[src/rtl/wlg_pkg.sv]
package wlg_pkg;
  typedef enum logic [3:0] {
    OFS_CTRL  = 4'd0,
    OFS_STAT  = 4'd1,
    OFS_BASE  = 4'd2,
    OFS_STEP  = 4'd3,
    OFS_LAST  = 4'd4,
    OFS_PITCH = 4'd5,
    OFS_SIZE  = 4'd6,
    OFS_ORG   = 4'd7,
    OFS_POS   = 4'd8
  } reg_ofs_e;
  localparam int HALF = 16;
endpackage

[src/rtl/wlg_regs.sv]
module wlg_regs #(
  parameter int ADDR_W  = 22,
  parameter int FRM_W   = 16,
  parameter int PITCH_W = 13,
  parameter int WID_W   = 13,
  parameter int HGT_W   = 16
) (
  input  logic               clk,
  input  logic               rst,
  input  logic               we,
  input  logic [3:0]         addr,
  input  logic [31:0]        data,
  input  logic               take,
  output logic               run,
  output logic               en,
  output logic [ADDR_W-1:0]  act_start,
  output logic [ADDR_W-1:0]  act_step,
  output logic [FRM_W-1:0]   act_last,
  output logic [PITCH_W-1:0] act_pitch,
  output logic [WID_W-1:0]   act_wid,
  output logic [HGT_W-1:0]   act_hgt,
  output logic [WID_W-1:0]   act_left,
  output logic [HGT_W-1:0]   act_top,
  output logic [WID_W-1:0]   act_sx,
  output logic [HGT_W-1:0]   act_sy
);
  import wlg_pkg::*;

  logic [ADDR_W-1:0]  p_start, p_step;
  logic [FRM_W-1:0]   p_last;
  logic [PITCH_W-1:0] p_pitch;
  logic [WID_W-1:0]   p_wid, p_left, p_sx;
  logic [HGT_W-1:0]   p_hgt, p_top, p_sy;

  // pending set: written by software at any time
  always_ff @(posedge clk) begin
    if (rst) begin
      run <= 1'b0; en <= 1'b0;
      p_start <= '0; p_step <= '0; p_last <= '0; p_pitch <= '0;
      p_wid <= '0; p_hgt <= '0; p_left <= '0; p_top <= '0;
      p_sx <= '0; p_sy <= '0;
    end else if (we) begin
      case (reg_ofs_e'(addr))
        OFS_CTRL:  begin run <= data[0]; en <= data[1]; end
        OFS_BASE:  p_start <= data[ADDR_W-1:0];
        OFS_STEP:  p_step  <= data[ADDR_W-1:0];
        OFS_LAST:  p_last  <= data[FRM_W-1:0];
        OFS_PITCH: p_pitch <= data[PITCH_W-1:0];
        OFS_SIZE:  begin p_wid <= data[WID_W-1:0]; p_hgt <= data[HALF +: HGT_W]; end
        OFS_ORG:   begin p_left <= data[WID_W-1:0]; p_top <= data[HALF +: HGT_W]; end
        OFS_POS:   begin p_sx <= data[WID_W-1:0]; p_sy <= data[HALF +: HGT_W]; end
        default:   ;
      endcase
    end
  end

  // working set: copied when a pass is accepted
  always_ff @(posedge clk) begin
    if (rst) begin
      act_start <= '0; act_step <= '0; act_last <= '0; act_pitch <= '0;
      act_wid <= '0; act_hgt <= '0; act_left <= '0; act_top <= '0;
      act_sx <= '0; act_sy <= '0;
    end else if (take) begin
      act_start <= p_start; act_step <= p_step; act_last <= p_last;
      act_pitch <= p_pitch; act_wid <= p_wid; act_hgt <= p_hgt;
      act_left <= p_left; act_top <= p_top; act_sx <= p_sx; act_sy <= p_sy;
    end
  end
endmodule

[src/rtl/wlg_ring.sv]
module wlg_ring #(
  parameter int ADDR_W = 22,
  parameter int FRM_W  = 16
) (
  input  logic              clk,
  input  logic              rst,
  input  logic              run,
  input  logic              advance,
  input  logic [FRM_W-1:0]  last,
  input  logic [ADDR_W-1:0] step,
  output logic [FRM_W-1:0]  frame_idx,
  output logic [ADDR_W-1:0] frame_off
);
  logic at_last;
  assign at_last = (frame_idx == last);

  always_ff @(posedge clk) begin
    if (rst || !run) begin
      frame_idx <= '0;
      frame_off <= '0;
    end else if (advance) begin
      if (at_last) begin
        frame_idx <= '0;
        frame_off <= '0;
      end else begin
        frame_idx <= frame_idx + FRM_W'(1);
        frame_off <= frame_off + step;
      end
    end
  end
endmodule

[src/rtl/wlg_walk.sv]
module wlg_walk #(
  parameter int ADDR_W  = 22,
  parameter int PITCH_W = 13,
  parameter int WID_W   = 13,
  parameter int HGT_W   = 16,
  localparam int YW     = HGT_W + 1,
  localparam int LEN_W  = WID_W + 2
) (
  input  logic               clk,
  input  logic               rst,
  input  logic               run,
  input  logic               en,
  input  logic               start,
  input  logic               ack,
  input  logic [ADDR_W-1:0]  act_start,
  input  logic [ADDR_W-1:0]  frame_off,
  input  logic [PITCH_W-1:0] act_pitch,
  input  logic [WID_W-1:0]   act_wid,
  input  logic [HGT_W-1:0]   act_hgt,
  input  logic [WID_W-1:0]   act_left,
  input  logic [HGT_W-1:0]   act_top,
  input  logic [WID_W-1:0]   act_sx,
  input  logic [HGT_W-1:0]   act_sy,
  output logic               take,
  output logic               pass_end,
  output logic               line_req,
  output logic [ADDR_W-1:0]  line_addr,
  output logic [LEN_W-1:0]   line_len,
  output logic               frame_done
);
  localparam int PROD_W = YW + PITCH_W;

  function automatic logic [LEN_W-1:0] dec_width(input logic [WID_W-1:0] f);
    return (f == '0) ? (LEN_W'(1) << (WID_W + 1)) : LEN_W'(f);
  endfunction

  function automatic logic [YW-1:0] dec_height(input logic [HGT_W-1:0] f);
    return (f == '0) ? (YW'(1) << HGT_W) : YW'(f);
  endfunction

  function automatic logic [ADDR_W-1:0] row_address(
    input logic [ADDR_W-1:0]  base,
    input logic [HGT_W-1:0]   top,
    input logic [YW-1:0]      y,
    input logic [PITCH_W-1:0] pitch,
    input logic [WID_W-1:0]   left,
    input logic [WID_W-1:0]   x);
    logic [YW-1:0]     row;
    logic [PROD_W-1:0] prod;
    row  = YW'(top) + y;
    prod = PROD_W'(row) * PROD_W'(pitch);
    return base + ADDR_W'(prod) + ADDR_W'(left) + ADDR_W'(x);
  endfunction

  logic          busy, done_q;
  logic [YW-1:0] cnt, y_abs;
  logic          last_row;
  logic [WID_W-1:0] xoff;

  assign y_abs    = YW'(act_sy) + cnt;
  assign last_row = (y_abs == dec_height(act_hgt) - YW'(1));
  assign xoff     = (cnt == '0) ? act_sx : '0;
  assign take     = start & en & run & ~busy;
  assign pass_end = busy & ack & last_row;

  always_ff @(posedge clk) begin
    if (rst || !run) begin
      busy   <= 1'b0;
      cnt    <= '0;
      done_q <= 1'b0;
    end else begin
      done_q <= pass_end;
      if (take) begin
        busy <= 1'b1;
        cnt  <= '0;
      end else if (busy && ack) begin
        if (last_row) busy <= 1'b0;
        else          cnt  <= cnt + YW'(1);
      end
    end
  end

  assign line_req   = busy;
  assign line_addr  = row_address(act_start + frame_off, act_top, y_abs,
                                  act_pitch, act_left, xoff);
  assign line_len   = dec_width(act_wid) - LEN_W'(xoff);
  assign frame_done = done_q;
endmodule

[src/rtl/win_line_gen.sv]
module win_line_gen #(
  parameter int ADDR_W  = 22,
  parameter int FRM_W   = 16,
  parameter int PITCH_W = 13,
  parameter int WID_W   = 13,
  parameter int HGT_W   = 16,
  localparam int LEN_W  = WID_W + 2
) (
  input  logic              clk,
  input  logic              rst,
  input  logic              reg_we,
  input  logic [3:0]        reg_addr,
  input  logic [31:0]       reg_data,
  input  logic              frame_start,
  input  logic              line_ack,
  output logic              line_req,
  output logic [ADDR_W-1:0] line_addr,
  output logic [LEN_W-1:0]  line_len,
  output logic              frame_done,
  output logic [FRM_W-1:0]  frame_num
);
  logic               w_run, w_en, w_take, w_pass_end;
  logic [ADDR_W-1:0]  a_start, a_step, f_off;
  logic [FRM_W-1:0]   a_last;
  logic [PITCH_W-1:0] a_pitch;
  logic [WID_W-1:0]   a_wid, a_left, a_sx;
  logic [HGT_W-1:0]   a_hgt, a_top, a_sy;

  wlg_regs #(.ADDR_W(ADDR_W), .FRM_W(FRM_W), .PITCH_W(PITCH_W),
             .WID_W(WID_W), .HGT_W(HGT_W)) u_regs (
    .clk(clk), .rst(rst), .we(reg_we), .addr(reg_addr), .data(reg_data),
    .take(w_take), .run(w_run), .en(w_en),
    .act_start(a_start), .act_step(a_step), .act_last(a_last),
    .act_pitch(a_pitch), .act_wid(a_wid), .act_hgt(a_hgt),
    .act_left(a_left), .act_top(a_top), .act_sx(a_sx), .act_sy(a_sy));

  wlg_ring #(.ADDR_W(ADDR_W), .FRM_W(FRM_W)) u_ring (
    .clk(clk), .rst(rst), .run(w_run), .advance(w_pass_end),
    .last(a_last), .step(a_step), .frame_idx(frame_num), .frame_off(f_off));

  wlg_walk #(.ADDR_W(ADDR_W), .PITCH_W(PITCH_W), .WID_W(WID_W),
             .HGT_W(HGT_W)) u_walk (
    .clk(clk), .rst(rst), .run(w_run), .en(w_en), .start(frame_start),
    .ack(line_ack), .act_start(a_start), .frame_off(f_off),
    .act_pitch(a_pitch), .act_wid(a_wid), .act_hgt(a_hgt),
    .act_left(a_left), .act_top(a_top), .act_sx(a_sx), .act_sy(a_sy),
    .take(w_take), .pass_end(w_pass_end), .line_req(line_req),
    .line_addr(line_addr), .line_len(line_len), .frame_done(frame_done));
endmodule

[config.mk]
export PLATFORM = sky130hd
export DESIGN_NAME = win_line_gen
export DESIGN_NICKNAME = d
export VERILOG_FILES = /design/src/rtl/wlg_pkg.sv /design/src/rtl/wlg_regs.sv /design/src/rtl/wlg_ring.sv /design/src/rtl/wlg_walk.sv /design/src/rtl/win_line_gen.sv
export SDC_FILE = /design/constraint.sdc
export NUM_CORES = 1
export LEC_CHECK = 0
export BUFFER_PORTS_ARGS = -buffer_cell sky130_fd_sc_hd__buf_2
export CAP_MARGIN = 10
export CELL_PAD_IN_SITES_DETAIL_PLACEMENT = 1
export CELL_PAD_IN_SITES_GLOBAL_PLACEMENT = 1
export CORE_MARGIN = 3
export CORE_UTILIZATION = 44
export CTS_BUF_LIST = sky130_fd_sc_hd__clkbuf_4 sky130_fd_sc_hd__clkbuf_8
export CTS_CLUSTER_DIAMETER = 30
export DETAILED_ROUTE_END_ITERATION = 16
export PLACE_DENSITY = 0.86
export SLEW_MARGIN = 15
export SYNTH_ARGS = -nofsm -noshare
export SYNTH_HDL_FRONTEND = slang
export SYNTH_SLANG_ARGS = --single-unit
[constraint.sdc]
create_clock -name clk -period 11.13 [get_ports clk]
set_input_delay 2.226 -clock clk [delete_from_list [all_inputs] [get_ports clk]]
set_output_delay 2.226 -clock clk [all_outputs]
set_load 0.1 [all_outputs]
==> results.yml <==
synth:
  async_flop_share_pct: 0
  yosys.cell_count.top_type: "nand2_1"
  yosysTopAreaCellShare_pct: 29.8
  syn_inst: 3171
  ys_ff_latch: 379
  avgSynthCellArea_um2: 8.02
  syn-num-nets: 3556
  yosys.cell_types.count: 76
  ys_seq_area_share_pct: 29.8
  syn-cell-area_um2: 25400
  synth.area.top_cells: "dfxtp_1 (30%), fa_1 (16%), nand2_1 (12%)"
  netlist_top_cells_count: "nand2_1 (821), a21oi_1 (408), dfxtp_1 (379)"
  yosys_warnings: 0
  synthFlopType: "dfxtp_1"
  synth_area_leader_cell: "dfxtp_1"
  synth-edff-count: 0
clocking:
  clock_latency_ns: 0.66
  clock_path_buffers: 3
  cts_root_buf: "clkbuf_8"
  h-tree-depth: 3
  cts_tree: "done"
  clk_pin_slew_ns: 0.06
  cts_buffers: 68
  clock_sinks: 379
  ctsHoldBuffers: 0
hold_path:
  min_from: "u_regs.p_step[7]$_SDFFE_PP0P_"
  min_to: "u_regs.act_step[7]$_SDFFE_PP0P_"
  holdPathStages: 2
  min_path_type: "reg -> reg"
routing:
  num_vias: 23500
  totalWireLength_mm: 91.5
  avgRoutedWirePerCell_um: 22.2
  route.detailed.drc: 0
  postRouteAntennaNets: 0
  vias_per_cell: 5.71
  dr.pass1.iters: 5
  drt_iter0_drc: 1833
die:
  ios: 96
  rows: 87
  core_um2: 56800
  die_w_um: 246
  die_y_um: 246
  start_util_pct: 44.8
  die-area_um2: 60800
timing:
  relSlewSlack_pct: 21.1
  rsz0062_at_grt: "true"
  fin_crit_sh_pct: 105
  maxSlewViolCount: 0
  fin_setup_tns_ns: -2.46
  fin_skew_ns: 0.0523
  finalSetupViolCount: 7
  worst_slew_pin_slew_ns: 1.18
  hold_viol: 0
  setup_slack_ns: -0.602
  fmax_mhz: 85.2
  final.min_clock_period_ns: 11.73
power:
  powerDensity_nw_per_um2: 97.3
  seqPwrFrac_pct: 47.2
  power_mw: 2.90
  switchingPower_mw: 0.713
  swShare_pct: 24.6
  power_frac_clock_pct: 50.4
  p_leak_nw: 12.0
  p_int_mw: 2.19
  pwr-share-comb_pct: 2.5
  peakVddDrop_uv: 81.9
final_layout:
  areaGrowthSynthToFinish_pct: 17.2
  drive_above_1_share_pct: 14.7
  nets: 3692
  finalNonFillerCells: 4118
global_routing:
  grt.overflow.total: 0
  grt_max_degree: 161
  grt_pass1_vias: 24700
  grt_antenna_before_repair: 2
  grt_usage_pct: 28.7
  grt_pass1_wl_mm: 137
critical_path:
  r2r_cells: 20
  critical_path.max_fanout: 3
  worst_path_max_delay_cell: "fa_1"
  critPathTopFamily: "adder cells"
  crit_type: "reg -> out"
  r2r_start: "u_walk.cnt[0]$_SDFFE_PP0P_"
  setup.worst_path.end_class: "output port"
  crit_top_cell: "xnor2_2"
  cp_num_buf_inv: 6
  reg2reg_to: "u_ring.frame_off[16]$_SDFFE_PP0P_"
  worstSetupStartpointType: "register"
  cpPeakStageDelay_ns: 0.58
  crit_required_ns: 8.90
  reg2reg_slack_ns: 5.83
  arrival_ns: 9.51
run_status:
  status: "complete, but fails checks"
  violations: "setup timing"
placement:
  dpl.hpwl_mm: 60.3
  place_inst: 3962
  io_buffer_count: 95
  gp_congestion: 0.884
flow_run:
  drv_cap: 0
==> power groups by stage <==
| stage | Sequential [mW] | Clock [mW] | Combinational (mW) |
|---|---|---|---|
| final | 1.37 | 1.46 | 0.0721 |
| after global routing | 1.37 | 1.53 | 0.0751 |
| after CTS | 1.37 | 1.46 | 0.0695 |
| after detailed placement | 1.40 | 0 | 0.0690 |
| after global placement | 1.40 | 0 | 0.0681 |
| after floorplan | 1.40 | 0 | 0.0329 |
==> cells by family after synthesis <==
| kind of cell | synth area share, % |
|---|---|
| flip-flops | 29.8 |
| AND/OR/NAND/NOR | 20.8 |
| multiplexers | 0.865 |
| XOR/XNOR | 4.51 |
| AO/OA/AOI/OAI | 13.4 |
| adder cells (fa/ha/maj) | 23.0 |
| buffers and inverters | 7.53 |
==> worst register-to-register path, cell delays in order, from the launching register on <==
cell	delay, ns
dfxtp_2	0.36
ha_4	0.14
inv_2	0.04
fa_2	0.36
nor2b_4	0.15
buf_4	0.13
o31a_1	0.19
buf_4	0.14
o21a_1	0.15
buf_4	0.13
a31oi_1	0.09
buf_4	0.19
a21oi_1	0.29
xor2_1	0.39
nand4_1	0.21
a2111oi_2	0.46
buf_4	0.32
nand2_1	0.49
buf_4	0.44
or3_1	0.41
a21oi_1	0.14
==> per-layer routing <==
layer	track usage, %	vias to the layer above	routed length [um]
met1	35.4	11700	36600
met2	49.0	960	44200
met4	12.8	2	4520
met5	0	-	13
met3	4.88	303	6210
li1	-	10500	-
==> cells in the final DEF, fill, tap and decap left out, types with 15 or more instances in the layout <==
master	synthesis	final
o21a_1	21	21
buf_2	8	83
a21oi_1	408	395
dfxtp_1	379	376
nand3_1	23	22
and3_1	25	23
mux2i_1	22	22
inv_1	331	325
o21ai_0	51	41
clkbuf_8	0	80
or3_1	22	20
nor3_1	30	27
xnor2_1	87	71
fa_1	206	195
nor2_1	105	98
buf_4	0	128
nand4_1	15	15
xor2_1	26	23
a21o_1	17	17
and2_1	72	68
ha_1	138	122
nand2_1	821	813
==> what timing repair did <==
action	in CTS	in global routing
pin swaps	79	55
gates resized for setup	117	49
endpoints found under the setup margin	10	10
setup buffers	22	9
==> how the worst max path moves through the flow <==
stage / end / from / cells past startpoint
CTS: line_addr[21] / u_walk.cnt[0]$_SDFFE_PP0P_ / 37
global route: line_addr[21] / u_regs.act_sy[5]$_SDFFE_PP0P_ / 37
finish: line_addr[21] / u_walk.cnt[0]$_SDFFE_PP0P_ / 39
global placement: line_addr[21] / u_regs.act_sy[0]$_SDFFE_PP0P_ / 38
floorplan: line_addr[19] / u_walk.cnt[0]$_SDFFE_PP0P_ / 34
detailed placement: line_addr[21] / u_walk.cnt[0]$_SDFFE_PP0P_ / 38
==> state kept, by name, indices dropped and copies added (netlist names), 16 cells and up <==
signal and flops:
u_regs.act_top 16, u_regs.act_sy 16, u_regs.act_hgt 16, u_regs.p_start 22, u_regs.p_sy 16, u_regs.p_hgt 16, u_ring.frame_off 22, u_regs.p_top 16
u_regs.act_last 16, u_regs.act_step 22, u_regs.act_start 22, u_regs.p_last 16, u_walk.cnt 17, u_ring.frame_idx 16, u_regs.p_step 22
==> per-stage QoR <==
stage / utilization (%) / hold WS [ns] / worst slack (ns) / instance area [um2]
after global routing: 52.5 / 0.467 / -0.873 / 29800
after CTS: 51.9 / 0.444 / -0.473 / 29500
final: 52.5 / 0.444 / -0.602 / 29800
after global placement: 48.0 / 0.438 / -0.248 / 27300
after detailed placement: 48.0 / 0.444 / -0.503 / 27300
after floorplan: - / 0.431 / -0.341 / 25500
==> cell type report <==
class                           instances  area (um2)
Multi-Input combinational cell       2291       16700
Tap cell                              756         946
Timing Repair Buffer                  236        1800
Fill cell                            6860       27000
Inverter                              331        1240
Clock inverter                         29         313
Clock buffer                           93        1200
Antenna cell                            3        7.51
Sequential cell                       379        7590
Power figures use the tool's default switching activity.
